===== src/rtl/cfgkey_pkg.sv =====
package cfgkey_pkg;
  localparam int OFS_W = 8;
  localparam logic [OFS_W-1:0] OFS_CFG  = 8'h30;
  localparam logic [OFS_W-1:0] OFS_TIME = 8'h34;
  localparam logic [OFS_W-1:0] OFS_STAT = 8'h40;
  localparam logic [OFS_W-1:0] OFS_LOCK = 8'h44;
  localparam int KEY_W = 16;
  localparam logic [KEY_W-1:0] UNLOCK_KEY = 16'hA25E;
  localparam int CFG_W = 4;
  localparam int STAT_VIOL = 0;
  localparam int STAT_OPEN = 1;

  typedef struct packed {
    logic lock;
    logic cfg;
    logic tim;
    logic stat;
  } hit_t;
endpackage


===== src/rtl/cfgkey_decode.sv =====
module cfgkey_decode
  import cfgkey_pkg::*;
#(
  parameter int ADDR_W = 8
) (
  input  logic [ADDR_W-1:0] addr,
  output hit_t              hit
);
  localparam logic [ADDR_W-1:0] A_CFG  = ADDR_W'(OFS_CFG);
  localparam logic [ADDR_W-1:0] A_TIME = ADDR_W'(OFS_TIME);
  localparam logic [ADDR_W-1:0] A_STAT = ADDR_W'(OFS_STAT);
  localparam logic [ADDR_W-1:0] A_LOCK = ADDR_W'(OFS_LOCK);

  always_comb begin
    hit.lock = (addr == A_LOCK);
    hit.cfg  = (addr == A_CFG);
    hit.tim  = (addr == A_TIME);
    hit.stat = (addr == A_STAT);
  end
endmodule


===== src/rtl/cfgkey_lock.sv =====
module cfgkey_lock
  import cfgkey_pkg::*;
(
  input  logic             clk,
  input  logic             rst,
  input  logic             wr_en,
  input  hit_t             wr_hit,
  input  logic [KEY_W-1:0] wr_key,
  input  logic             rd_en,
  input  hit_t             rd_hit,
  output logic             win_open,
  output logic             viol,
  output logic             cfg_we,
  output logic             time_we
);
  logic key_ok;
  logic guarded_wr;

  assign key_ok     = (wr_key == UNLOCK_KEY);
  assign guarded_wr = wr_en && (wr_hit.cfg || wr_hit.tim);
  assign cfg_we     = wr_en && wr_hit.cfg && win_open;
  assign time_we    = wr_en && wr_hit.tim && win_open;

  always_ff @(posedge clk) begin
    if (rst) begin
      win_open <= 1'b0;
      viol     <= 1'b0;
    end else begin
      if (wr_en && wr_hit.lock)
        win_open <= key_ok;
      else if (guarded_wr)
        win_open <= 1'b0;

      if (guarded_wr && !win_open)
        viol <= 1'b1;
      else if (rd_en && rd_hit.stat)
        viol <= 1'b0;
    end
  end

  assert_key_opens_R2: assert property (@(posedge clk) disable iff (rst)
    (wr_en && wr_hit.lock && wr_key == UNLOCK_KEY) |=> win_open);

  assert_one_shot_R3: assert property (@(posedge clk) disable iff (rst)
    (win_open && wr_en && (wr_hit.cfg || wr_hit.tim)) |=> !win_open);

  assert_bad_key_closes_R6: assert property (@(posedge clk) disable iff (rst)
    (wr_en && wr_hit.lock && wr_key != UNLOCK_KEY) |=> !win_open);

  assert_locked_flags_R4: assert property (@(posedge clk) disable iff (rst)
    (!win_open && wr_en && (wr_hit.cfg || wr_hit.tim)) |=> viol);
endmodule


===== src/rtl/cfgkey_store.sv =====
module cfgkey_store #(
  parameter int WIDTH = 4
) (
  input  logic             clk,
  input  logic             rst,
  input  logic             we,
  input  logic [WIDTH-1:0] d,
  output logic [WIDTH-1:0] q
);
  always_ff @(posedge clk) begin
    if (rst)     q <= '0;
    else if (we) q <= d;
  end

  assert_hold_unless_open_R4: assert property (@(posedge clk) disable iff (rst)
    !we |=> $stable(q));
endmodule


===== src/rtl/keyed_cfg_regs.sv =====
module keyed_cfg_regs
  import cfgkey_pkg::*;
#(
  parameter int ADDR_W = 8,
  parameter int DATA_W = 32,
  parameter int TIME_W = 27
) (
  input  logic              clk,
  input  logic              rst,
  input  logic              wr_en,
  input  logic [ADDR_W-1:0] wr_addr,
  input  logic [DATA_W-1:0] wr_data,
  input  logic              rd_en,
  input  logic [ADDR_W-1:0] rd_addr,
  output logic [DATA_W-1:0] rd_data,
  output logic              wprot_en,
  output logic              large_page,
  output logic              long_addr,
  output logic              wide_bus,
  output logic [TIME_W-1:0] timing_word
);
  hit_t whit, rhit;
  logic win_open, viol, cfg_we, time_we;
  logic [CFG_W-1:0] cfg_q;
  logic unused_hi;

  assign unused_hi = ^wr_data[DATA_W-1:TIME_W];

  cfgkey_decode #(.ADDR_W(ADDR_W)) i_wdec (.addr(wr_addr), .hit(whit));
  cfgkey_decode #(.ADDR_W(ADDR_W)) i_rdec (.addr(rd_addr), .hit(rhit));

  cfgkey_lock i_lock (
    .clk(clk), .rst(rst),
    .wr_en(wr_en), .wr_hit(whit), .wr_key(wr_data[KEY_W-1:0]),
    .rd_en(rd_en), .rd_hit(rhit),
    .win_open(win_open), .viol(viol),
    .cfg_we(cfg_we), .time_we(time_we)
  );

  cfgkey_store #(.WIDTH(CFG_W)) i_cfg (
    .clk(clk), .rst(rst), .we(cfg_we), .d(wr_data[CFG_W-1:0]), .q(cfg_q)
  );

  cfgkey_store #(.WIDTH(TIME_W)) i_time (
    .clk(clk), .rst(rst), .we(time_we), .d(wr_data[TIME_W-1:0]), .q(timing_word)
  );

  assign wprot_en   = cfg_q[3];
  assign large_page = cfg_q[2];
  assign long_addr  = cfg_q[1];
  assign wide_bus   = cfg_q[0];

  always_ff @(posedge clk) begin
    if (rst) begin
      rd_data <= '0;
    end else if (rd_en) begin
      rd_data <= '0;
      if (rhit.cfg)  rd_data[CFG_W-1:0]  <= cfg_q;
      if (rhit.tim)  rd_data[TIME_W-1:0] <= timing_word;
      if (rhit.stat) begin
        rd_data[STAT_VIOL] <= viol;
        rd_data[STAT_OPEN] <= win_open;
      end
    end
  end

  assert_viol_sticky_R5: assert property (@(posedge clk) disable iff (rst)
    (viol && !(rd_en && rhit.stat)) |=> viol);

  assert_read_keeps_window_R9: assert property (@(posedge clk) disable iff (rst)
    (rd_en && !wr_en) |=> $stable(win_open));
endmodule


===== config.mk =====
export PLATFORM = sky130hd
export DESIGN_NAME = keyed_cfg_regs
export DESIGN_NICKNAME = d
export VERILOG_FILES = /design/src/rtl/cfgkey_pkg.sv /design/src/rtl/cfgkey_decode.sv /design/src/rtl/cfgkey_lock.sv /design/src/rtl/cfgkey_store.sv /design/src/rtl/keyed_cfg_regs.sv
export SDC_FILE = /design/constraint.sdc
export NUM_CORES = 1
export LEC_CHECK = 0
export BUFFER_PORTS_ARGS = -buffer_cell sky130_fd_sc_hd__buf_2
export CAP_MARGIN = 20
export CORE_MARGIN = 1
export CORE_UTILIZATION = 43
export DETAILED_ROUTE_END_ITERATION = 10
export PLACE_DENSITY = 0.81
export SYNTH_ARGS = -nofsm -noshare
export SYNTH_HDL_FRONTEND = slang
export SYNTH_HIERARCHICAL = 1
export SYNTH_SLANG_ARGS = --single-unit

===== constraint.sdc =====
create_clock -name clk -period 1.5 [get_ports clk]
set_clock_uncertainty 0.1 [all_clocks]
set_input_delay 0.15 -clock clk [delete_from_list [all_inputs] [get_ports clk]]
set_output_delay 0.15 -clock clk [all_outputs]
set_load 0.02 [all_outputs]

==> results.cfg <==
[grt]
grt_pass1_wl_um = 9963
grt.total_usage = 0.2009
grt_pass1_vias = 2100
grt_max_degree = 25
antenna_found_initial = 0
grt-ovfl-total = 0

[pwr]
swShare = 0.2312
seq_power_share = 0.523
leakage_nw = 1.681
cellInternalPower_w = 0.002350
max-vdd-ir-drop_mv = 0.5936
p_per_area_nw_per_um2 = 827.1
switchingPower_w = 0.0007065
pwr-share-comb = 0.075
clockPowerShare = 0.402

[sta]
drv_slew = 0
finalHoldViolCount = 0
finalCritPeriodShare = 0.9587
setup_violations = 0
min_period_ps = 1438
fin_setup_tns_ps = 0
max_freq_mhz = 695.4
rsz0062_at_grt = false

[clock_tree]
clk_latency_ps = 320
clockRootBuffer = clkbuf_8
cts_tree = yes
path_clk_slew_ps = 60
cts_buffer_depth = 2
postCtsSetupBuffers = 0
cts.sinks = 60
cts_buffers = 9
htreeDepth = 3

[die]
initial_utilization = 0.4498
die_w_um = 80.93
core_um2 = 5956
dieArea_um2 = 6550
row_count = 28
die_y_um = 80.93
io_pins = 115

[placement]
dpl_cell_area_um2 = 3254
gp_congestion = 0.7019
port_buffers = 104
place_hpwl_um = 4286

[drt]
highest-signal-layer = met4
antenna_left = 0
post_drt_wl_per_cell_um = 12.97
via_count = 2308
first_pass_iters = 4
wl_met1_um = 2672
drc = 0
drt_iter0_drc = 85
wl_met2_um = 3066
avgViaCountPerCell = 4.869
wl_um = 6150
route.met3.wl_um = 335

[cells_and_area]
final_nets = 446
stdcell_area_um2 = 3695
area_delta_synth_final_pct = 37.93
drive_above_1_share = 0.4486
diodes = 0
fin_util = 0.6204

[synth]
synthesis.area_um2 = 2679
yosys_warnings = 6
syn_avg_cell_area_um2 = 10.30
synth_cells = 260

[worst_setup_path]
setup.worst_path.end_class = flop
critical_path_class = in2reg
crit_arrival_ps = 1580
startpoint_type = primary input
crit_required_ps = 1640
critPathMaxFanout = 2
rrSetupSlack_ps = 220

[hold_path]
hold_class = in2reg

[job]
drv_cap = 0

[outcome]
status = completed
==> per-layer routing <==
layer / vias up / track usage
li1: 1146 / -
met1: 1076 / 0.2371
met2: 79 / 0.3445
met3: 7 / 0.06180
met4: 0 / 0.06607
met5: - / 0
==> worst paths after layout <==
check / cells past startpoint / from / to
setup / recovery: 4 / wr_data[5] / i_lock/win_open
hold / removal: 3 / wr_en / i_lock/viol
setup reg to reg: 4 / i_lock/win_open / i_time/q[6]
hold reg to reg: 2 / i_lock/viol / i_lock/viol
==> per-stage QoR <==
stage | cells | hold WS [ps] | setup WS, ps | power, W
after global placement | 432 | 281.0 | -112.9 | 0.001804
after CTS | 475 | 35.87 | 32.92 | 0.003101
after global routing | 474 | 58.71 | 22.39 | 0.003185
after floorplan | 264 | 119.1 | 19.29 | 0.001718
final | 474 | 55.16 | 61.91 | 0.003056
after detailed placement | 432 | 293.0 | -135.2 | 0.001808
==> placed cells by master (no fill, tap or decap), types with 2 or more instances in the layout <==
cell type,n
a21oi_1,4
a21oi_2,20
a221oi_1,2
and2b_1,20
and3_1,3
and3_2,2
and3b_1,3
and4bb_1,2
buf_12,5
buf_2,103
buf_4,5
clkbuf_8,10
clkinv_2,4
conb_1,5
dfxtp_1,60
dlygate4sd3_1,27
mux2i_1,31
nand2_1,4
nand2b_1,3
nand3b_1,2
nor2_1,37
nor2_2,20
nor2b_1,5
nor3_2,2
nor4b_2,3
o32ai_1,2
==> sequential cells by signal, indices dropped and copies added, names as in the netlist <==
signal / cells
i_cfg/q: 4
i_lock/viol: 1
i_lock/win_open: 1
i_time/q: 27
rd_data: 27
==> worst max-delay path, cell delays in order <==
cell,delay (ps)
dlygate4sd3_1,570
nand4b_1,190
or4_1,490
o31ai_2,170
==> power by group through the flow <==
stage	combinational (W)	clock (W)	sequential, W
5_1_grt	0.000251	0.00134	0.00160
4_1_cts	0.000229	0.00127	0.00160
2_1_floorplan	0.0000817	0	0.00164
3_3_place_gp	0.000171	0	0.00163
3_5_place_dp	0.000176	0	0.00163
6_report	0.000231	0.00123	0.00160
==> layout make-up <==
type	count	area, µm²
clock buffers	11	141.4
clock inverters	5	27.53
repair buffers	140	923.4
flip-flops and latches	60	1201
multi-input cells	182	1304
inverters	1	3.754
well taps	75	93.84
fillers	528	2261
==> repair_timing <==
action,CTS,global route
hold endpoints to repair,30,0
hold buffers,27,0
setup endpoints to repair,0,1
resized for setup,0,1
(Power assumes the default switching activity.)
